**config.mk**
```make
export PLATFORM = sky130hd
export DESIGN_NAME = irq_arbiter
export DESIGN_NICKNAME = d
export VERILOG_FILES = /design/src/rtl/irq_arb_pkg.sv /design/src/rtl/irq_lvl_bank.sv /design/src/rtl/irq_pick.sv /design/src/rtl/irq_brk_latch.sv /design/src/rtl/irq_arbiter.sv
export SDC_FILE = /design/constraint.sdc
export NUM_CORES = 1
export LEC_CHECK = 0
export BUFFER_PORTS_ARGS = -buffer_cell sky130_fd_sc_hd__buf_4
export CORE_MARGIN = 2
export CORE_UTILIZATION = 55
export CTS_CLUSTER_SIZE = 8
export DETAILED_ROUTE_END_ITERATION = 8
export GPL_ROUTABILITY_DRIVEN = 0
export PLACE_DENSITY_LB_ADDON = 0.3
export SETUP_SLACK_MARGIN = 0.4
export SLEW_MARGIN = 20
export SYNTH_ARGS = -nofsm -noshare
export SYNTH_HDL_FRONTEND = slang
export SYNTH_SLANG_ARGS = --single-unit
```
**constraint.sdc**
```tcl
create_clock -name clk -period 73 [get_ports clk]
set_clock_uncertainty 0.05 [all_clocks]
set_input_delay 14.6 -clock clk [delete_from_list [all_inputs] [get_ports clk]]
set_output_delay 14.6 -clock clk [all_outputs]
set_load 0.02 [all_outputs]
```
**src/rtl/irq_arb_pkg.sv**
```systemverilog
package irq_arb_pkg;
  localparam int LVL_W = 4;
  localparam int LVL_MAX = (1 << LVL_W) - 1;
  typedef logic [LVL_W-1:0] lvl_t;
endpackage

```
**src/rtl/irq_lvl_bank.sv**
```systemverilog
module irq_lvl_bank
  import irq_arb_pkg::*;
#(
  parameter int N_SRC = 16,
  localparam int IDX_W = $clog2(N_SRC)
) (
  input  logic                 clk,
  input  logic                 rst_n,
  input  logic                 wr_en,
  input  logic [IDX_W-1:0]     wr_idx,
  input  lvl_t                 wr_data,
  output lvl_t [N_SRC-1:0]     lvl
);
  for (genvar g = 0; g < N_SRC; g++) begin : g_reg
    always_ff @(posedge clk or negedge rst_n) begin
      if (!rst_n)
        lvl[g] <= '0;
      else if (wr_en && (wr_idx == IDX_W'(g)))
        lvl[g] <= wr_data;
    end
  end

  // a write lands in the addressed register
  a_r2_write_lands: assert property (@(posedge clk) disable iff (!rst_n)
    wr_en |=> lvl[$past(wr_idx)] == $past(wr_data));
endmodule

```
**src/rtl/irq_pick.sv**
```systemverilog
module irq_pick
  import irq_arb_pkg::*;
#(
  parameter int N_SRC = 16,
  localparam int IDX_W = $clog2(N_SRC)
) (
  input  logic [N_SRC-1:0]     req,
  input  lvl_t [N_SRC-1:0]     lvl,
  input  lvl_t                 mask,
  output logic                 found,
  output logic [IDX_W-1:0]     idx,
  output lvl_t                 best
);
  always_comb begin
    found = 1'b0;
    idx   = '0;
    best  = mask;
    for (int i = 0; i < N_SRC; i++) begin
      if (req[i] && (lvl[i] > best)) begin
        found = 1'b1;
        best  = lvl[i];
        idx   = IDX_W'(i);
      end
    end
  end

  // a found winner is always above the mask
  always_comb begin
    a_r3_above_mask: assert (!found || (best > mask));
  end
endmodule

```
**src/rtl/irq_brk_latch.sv**
```systemverilog
module irq_brk_latch (
  input  logic clk,
  input  logic rst_n,
  input  logic brk_in,
  input  logic take,
  output logic pend
);
  logic brk_q;

  always_ff @(posedge clk or negedge rst_n) begin
    if (!rst_n) begin
      brk_q <= 1'b0;
      pend  <= 1'b0;
    end else begin
      brk_q <= brk_in;
      pend  <= (brk_in && !brk_q) || (pend && !take);
    end
  end

  // pending break stays until taken
  a_r9_held: assert property (@(posedge clk) disable iff (!rst_n)
    (pend && !take) |=> pend);
  // taking the break without a new edge clears it
  a_r10_clear: assert property (@(posedge clk) disable iff (!rst_n)
    (take && !(brk_in && !brk_q)) |=> !pend);
endmodule

```
**src/rtl/irq_arbiter.sv**
```systemverilog
module irq_arbiter
  import irq_arb_pkg::*;
#(
  parameter int N_SRC = 16,
  parameter int VEC_W = 8,
  parameter int VEC_BASE = 64,
  parameter int BRK_VEC = 11,
  localparam int IDX_W = $clog2(N_SRC)
) (
  input  logic                 clk,
  input  logic                 rst_n,
  input  logic [N_SRC-1:0]     src_req,
  output logic [N_SRC-1:0]     src_ack,
  input  logic                 brk_in,
  output logic                 brk_ack,
  input  logic                 lvl_wr_en,
  input  logic [IDX_W-1:0]     lvl_wr_idx,
  input  logic [LVL_W-1:0]     lvl_wr_data,
  input  logic                 mask_wr_en,
  input  logic [LVL_W-1:0]     mask_wr_data,
  output logic [LVL_W-1:0]     mask_level,
  output logic                 vec_valid,
  input  logic                 vec_ready,
  output logic [VEC_W-1:0]     vec_num
);
  lvl_t [N_SRC-1:0] lvl;
  lvl_t             mask_q, best, win_lvl;
  logic             found, brk_pend, brk_win, accept;
  logic [IDX_W-1:0] win_idx;

  irq_lvl_bank #(.N_SRC(N_SRC)) u_bank (
    .clk(clk), .rst_n(rst_n), .wr_en(lvl_wr_en), .wr_idx(lvl_wr_idx),
    .wr_data(lvl_wr_data), .lvl(lvl)
  );

  irq_pick #(.N_SRC(N_SRC)) u_pick (
    .req(src_req), .lvl(lvl), .mask(mask_q),
    .found(found), .idx(win_idx), .best(best)
  );

  irq_brk_latch u_brk (
    .clk(clk), .rst_n(rst_n), .brk_in(brk_in),
    .take(accept && brk_win), .pend(brk_pend)
  );

  assign brk_win   = brk_pend && (mask_q != lvl_t'(LVL_MAX));
  assign vec_valid = brk_win || found;
  assign accept    = vec_valid && vec_ready;
  assign win_lvl   = brk_win ? lvl_t'(LVL_MAX) : best;
  assign brk_ack   = accept && brk_win;

  always_comb begin
    if (!vec_valid)   vec_num = '0;
    else if (brk_win) vec_num = VEC_W'(BRK_VEC);
    else              vec_num = VEC_W'(VEC_BASE) + VEC_W'(win_idx);
  end

  for (genvar g = 0; g < N_SRC; g++) begin : g_ack
    assign src_ack[g] = accept && !brk_win && (win_idx == IDX_W'(g));
  end

  always_ff @(posedge clk or negedge rst_n) begin
    if (!rst_n)          mask_q <= lvl_t'(LVL_MAX);
    else if (accept)     mask_q <= win_lvl;
    else if (mask_wr_en) mask_q <= mask_wr_data;
  end
  assign mask_level = mask_q;

  // at most one acknowledge, and only on a handshake
  a_r6_onehot: assert property (@(posedge clk) disable iff (!rst_n)
    $onehot0({src_ack, brk_ack}));
  a_r6_only_on_hs: assert property (@(posedge clk) disable iff (!rst_n)
    ((|src_ack) || brk_ack) |-> (vec_valid && vec_ready));
  // no acknowledge under back-pressure
  a_r7_no_ack_stall: assert property (@(posedge clk) disable iff (!rst_n)
    !vec_ready |-> ((src_ack == '0) && !brk_ack));
  // mask takes accepted level
  a_r8_mask_load: assert property (@(posedge clk) disable iff (!rst_n)
    accept |=> mask_level == $past(win_lvl));
  // mask moves only by acceptance or write
  a_r11_mask_quiet: assert property (@(posedge clk) disable iff (!rst_n)
    (!accept && !mask_wr_en) |=> $stable(mask_level));
endmodule

```
==> results of run 1 <==
## cell families (layout without fill, tap and decap cells)
family / count (synthesis) / after routing
AND/OR/NAND/NOR: 242 / 242
AO/OA/AOI/OAI: 222 / 222
buffers and inverters: 88 / 146
multiplexers: 74 / 74
flip-flops: 70 / 70
adder cells (fa/ha/maj): 51 / 51
XOR/XNOR: 2 / 2
other: 1 / 3
## worst reg2reg max path, delay by kind of cell, from the launching register on
kind	cells	cell delay (ps)
AO/OA/AOI/OAI	57	12960
adder cells (fa/ha/maj)	17	5010
buffers and inverters	8	660
flip-flops	1	570
multiplexers	12	4130
AND/OR/NAND/NOR	31	5450
## registers in the layout, summed over array words and instances (netlist names)
signal	flops
u_brk.brk_q	1
u_bank.lvl	64
u_brk.pend	1
mask_level	4
## final cells by class
type	count	area (um^2)	share of cell area (%)
Clock buffer	9	225	3.07
Clock inverter	7	103	1.40
Inverter	70	263	3.58
Multi-Input combinational cell	594	4370	59.5
Sequential cell	70	1760	23.9
Tap cell	143	179	2.44
Timing Repair Buffer	60	450	6.13
## how the worst max path moves through the flow
| stage | start | end | slack [ps] |
|---|---|---|---|
| after global placement | src_req[0] | src_ack[2] | 17910 |
| after CTS | src_req[0] | src_ack[11] | 16420 |
| after global routing | src_req[0] | src_ack[11] | 13810 |
| after detailed placement | src_req[0] | src_ack[11] | 16650 |
| after floorplan | src_req[0] | src_ack[2] | 19810 |
| final | src_req[0] | src_ack[2] | 15950 |
## Yosys cell counts (all sizes together), types with 6 or more instances
| library cell | count | share of area [%] |
|---|---|---|
| mux2i | 13 | 2.1 |
| a31oi | 8 | 1.1 |
| o21ai | 63 | 4.9 |
| nand4 | 10 | 0.97 |
| clkbuf | 8 | 0.46 |
| o21a | 14 | 1.6 |
| o31ai | 8 | 1.2 |
| a21o | 17 | 2.0 |
| buf | 10 | 0.93 |
| nor3 | 12 | 0.93 |
| nor2b | 9 | 0.87 |
| and2 | 8 | 0.77 |
| ha | 50 | 9.7 |
| mux2 | 61 | 11 |
| dfrtp | 66 | 26 |
| a21oi | 43 | 3.7 |
| or3 | 6 | 0.58 |
| nand2 | 63 | 3.7 |
| nand3 | 18 | 1.5 |
| a211oi | 6 | 0.93 |
| o211a | 6 | 0.93 |
| and3 | 13 | 1.3 |
| nor2 | 59 | 3.5 |
| inv | 69 | 4.0 |
| o211ai | 12 | 1.5 |
| nand2b | 10 | 0.97 |
| or2 | 6 | 0.58 |
## metrics by stage
step	instances	hold WS (ps)	area (um^2)	util, %	setup slack, ps
3_5_place_dp	937	383	7010	61.2	16650
2_1_floorplan	752	360	6470	-	19810
5_1_grt	953	419	7340	64.0	13810
6_report	953	386	7340	64.0	15950
3_3_place_gp	937	373	7010	61.2	17910
4_1_cts	953	392	7340	64.0	16420
## cell usage in the layout (no fill, tap or decap), drive strengths merged, types with 8 or more instances in the layout
| master | instances |
|---|---|
| nand3 | 18 |
| nand4 | 10 |
| mux2 | 61 |
| nor3 | 12 |
| clkbuf | 9 |
| nand2b | 10 |
| a21oi | 43 |
| and2 | 8 |
| inv | 72 |
| dfrtp | 66 |
| nor2b | 9 |
| o21ai | 63 |
| nor2 | 59 |
| o211ai | 12 |
| buf | 60 |
| nand2 | 63 |
| a31oi | 8 |
| and3 | 13 |
| a21o | 17 |
| mux2i | 13 |
| o31ai | 8 |
| ha | 50 |
| o21a | 14 |
## routing by layer
metal	share of wire, %	global-route usage (%)	wire length [um]
met1	44	34.6	7220
met3	5.1	4.10	841
met2	49	46.7	8100
met4	2.1	7.64	342
met5	0	0	0
==> impl_metrics.py, run 1 <==
metrics = {
    "critical_path": {
        "cp_max_fo": 11,
        "end_kind": "output port",
        "worstRegToRegCells": 125,
        "critPathLaunchType": "primary input",
        "path_buf_inv": 9,
        "r2r-end": "mask_level[1]",
        "cp_slowest_cell": "o311ai_4",
        "cp.arrival_ps": 42400,
        "cp.depth": 123,
        "rr_startpoint": "mask_level[2]",
        "cp_common_cell": "ha_1",
        "cpPeakStageDelay_ps": 640,
        "ff2ff_setup_slack_ps": 44080,
        "path_class": "primary input to output port",
        "required_ps": 58350,
        "critPathTopFamily": "compound AO/OA/AOI/OAI gates",
    },
    "timing": {
        "report.final.setup_viol": 0,
        "fmax_ghz": 0.0175,
        "rsz0062_at_grt": "false",
        "slew_violations": 0,
        "tns_ps": 0,
        "relSlewSlack_pct": 39.9,
        "worst_pin_slew_ps": 901,
        "period_needed_ps": 57050,
        "min_period_over_period_pct": 78.1,
        "finalHoldViolCount": 0,
    },
    "clocking": {
        "cts_buffers": 9,
        "clkTransAtPathRegs_ps": 60,
        "ctsResizeCount": 0,
        "cts_max_path_buffers": 2,
        "cts_tree": "done",
        "cts_max_level": 3,
        "hold_buffers": 0,
        "clkLatencyLatePin_ps": 340,
        "root_buffer": "clkbuf_16",
        "clock_sinks": 70,
        "cts_setup_buffers": 0,
    },
    "global_route": {
        "grt_max_degree": 71,
        "antenna_found_initial": 0,
        "grt_pass1_wl_mm": 28.4,
        "gr-total-overflow": 0,
        "grt_util_all_layers_pct": 26.8,
        "grt_pass1_vias": 6114,
    },
    "synthesis": {
        "syn_area_per_cell_um2": 8.62,
        "synthDistinctLibCells": 89,
        "ys_ff_latch": 70,
        "synth_cells": 750,
        "synth_area_mm2": 0.00647,
        "async_flop_share_pct": 100,
        "seq_area_frac_synth_pct": 27.2,
        "synth_compound_area_share_pct": 25.0,
        "synth_simple_gate_area_share_pct": 19.5,
        "synth_adder_area_share_pct": 9.83,
        "synthMuxAreaShare_pct": 12.7,
        "synth_flop_cell": "dfrtp_1",
        "synth_top_family_by_area": "compound AO/OA/AOI/OAI gates",
        "synth_warnings": 0,
        "synth_edf_count": 0,
        "synth_xor_area_share_pct": 0.271,
    },
    "floorplan": {
        "initial_core_util_pct": 56.4,
        "die_y_um": 112,
        "fp.dieW_um": 112,
        "pin_count": 64,
        "core-area_mm2": 0.0115,
        "row_count": 39,
        "die_area_mm2": 0.0126,
    },
    "finish": {
        "fillers": 939,
        "final_nets": 889,
        "n_antenna_cell": 0,
        "drive_gt1_share_pct": 22.2,
        "area_delta_synth_final_pct": 13.5,
    },
    "placed_design": {
        "io_buffers": 60,
        "dp_hpwl_mm": 12.6,
    },
    "route": {
        "vias_per_cell": 6.34,
        "routed_wirelength_mm": 16.5,
        "first_pass_iters": 5,
        "wire_per_inst_um": 17.3,
        "antenna_left": 0,
        "drtIter0Drc": 431,
        "drc_errors": 0,
        "num_vias": 6043,
    },
    "hold_path": {
        "hold_end": "u_brk.pend",
        "min-delay-start": "u_brk.brk_q",
        "whs_path_depth": 1,
        "holdCritPathClass": "flop to flop",
    },
    "run": {
        "maxCapViolCount": 0,
    },
    "outcome": {
        "status": "finished clean",
    },
}
Power of run 1 is left out: the tool's default activity adds up to more than one toggle a clock period on the data nets, which glitch-free logic cannot reach.
==> run 2, diff against run 1 <==
Clock period 73 ns to 51.9 ns, I/O delays scaled along.
==> impl_metrics.py, run 2 (same netlist as run 1, synthesis figures left out) <==
metrics = {
    "placed_design": {
        "io_buffers": 60,
        "dp_hpwl_mm": 12.7,
    },
    "timing": {
        "relSlewSlack_pct": 41.7,
        "slew_violations": 0,
        "period_needed_ps": 48120,
        "worst_pin_slew_ps": 875,
        "fmax_ghz": 0.0208,
        "tns_ps": 0,
        "rsz0062_at_grt": "false",
        "finalHoldViolCount": 0,
        "report.final.setup_viol": 0,
        "min_period_over_period_pct": 92.7,
    },
    "finish": {
        "fillers": 975,
        "layout_common_cells": "inv_1 (69), dfrtp_1 (66), nand2_1 (63)",
        "drive_gt1_share_pct": 22.2,
        "n_antenna_cell": 0,
        "area_delta_synth_final_pct": 12.6,
        "final_common_cell": "inv_1",
        "multiInputGateArea_mm2": 0.00437,
        "final_nets": 889,
        "regMostFlops": "u_bank.lvl",
        "largest_reg_flops": 64,
        "seq_area_mm2": 0.00176,
    },
    "global_route": {
        "gr-total-overflow": 0,
        "grtUsageMet2_pct": 46.7,
        "grt.met3_usage_pct": 3.51,
        "antenna_found_initial": 0,
        "grt_pass1_wl_mm": 28.0,
        "grt_util_all_layers_pct": 26.7,
        "grt_max_degree": 71,
        "grt_pass1_vias": 6001,
        "use_met1_pct": 33.4,
        "top_usage_layer": "met2",
    },
    "floorplan": {
        "die_y_um": 112,
        "pin_count": 64,
        "initial_core_util_pct": 56.4,
        "row_count": 39,
        "fp.dieW_um": 112,
        "die_area_mm2": 0.0126,
        "core-area_mm2": 0.0115,
    },
    "run": {
        "maxCapViolCount": 0,
    },
    "critical_path": {
        "rr_startpoint": "mask_level[2]",
        "critPathTopFamily": "compound AO/OA/AOI/OAI gates",
        "cp_max_fo": 13,
        "critPathLaunchType": "primary input",
        "end_kind": "output port",
        "cpPeakStageDelay_ps": 680,
        "cp.arrival_ps": 37690,
        "cp-startpoint": "src_req[0]",
        "required_ps": 41470,
        "cp_common_cell": "ha_1",
        "path_buf_inv": 10,
        "path_class": "primary input to output port",
        "cp_slowest_cell": "a211oi_2",
    },
    "clocking": {
        "ctsResizeCount": 0,
        "root_buffer": "clkbuf_16",
        "clkLatencyLatePin_ps": 340,
        "cts_max_path_buffers": 2,
        "cts_setup_buffers": 0,
        "clkTransAtPathRegs_ps": 60,
        "clock_sinks": 70,
        "cts_tree": "done",
        "hold_buffers": 0,
        "cts_max_level": 3,
        "cts_buffers": 9,
    },
    "hold_path": {
        "min-delay-start": "u_brk.brk_q",
        "holdCritPathClass": "flop to flop",
    },
    "route": {
        "routed_wirelength_mm": 16.6,
        "num_vias": 6023,
        "drc_errors": 0,
        "drtIter0Drc": 463,
        "wire_per_inst_um": 17.4,
        "first_pass_iters": 5,
        "vias_per_cell": 6.32,
        "antenna_left": 0,
    },
    "outcome": {
        "status": "finished clean",
    },
}
==> run 2: cell types whose count changed in the layout (fill, tap and decap cells not counted), sizes merged <==
cell,before,now
clkinv,2,7
inv,72,69
bufinv,2,0
==> run 2: area by class of cell <==
class                   instances  share of cell area, %
flip-flops and latches         70                   24.1
inverters                      70                   3.61
repair buffers                 60                   6.19
multi-input cells             594                   60.0
clock buffers                   9                   3.09
clock inverters                 7                  0.567
well taps                     143                   2.46
==> run 2: stage by stage <==
step | utilization [%] | area (um^2) | hold WS (ps) | setup slack [ps] | cells
2_1_floorplan | - | 6470 | 360 | 7150 | 752
3_3_place_gp | 61.2 | 7010 | 371 | 4920 | 937
3_5_place_dp | 61.2 | 7010 | 376 | 4040 | 937
4_1_cts | 63.5 | 7280 | 384 | 3950 | 953
5_1_grt | 63.5 | 7280 | 403 | 1500 | 953
6_report | 63.5 | 7280 | 377 | 3780 | 953
==> run 2: path summary, 6_finish.rpt <==
| check | depth (start not counted) | to | slack (ps) |
|---|---|---|---|
| worst max-delay path | 126 | src_ack[7] | 3780 |
| worst min-delay path | 1 | u_brk.pend | 380 |
| worst max register to register | 127 | mask_level[1] | 23440 |
| worst min register to register | 1 | u_brk.pend | 380 |
| max in group asynchronous | 1 | u_bank.lvl[38] | 41120 |
| min in group asynchronous | 1 | u_bank.lvl[12] | 10100 |
==> run 2: layer usage <==
metal / vias to the layer above / share of wire (%)
met5: - / 0
met2: 184 / 49
met4: 0 / 3.5
met3: 53 / 4.8
met1: 2900 / 43
li1: 2886 / -
Power of run 2 is left out for the same reason.
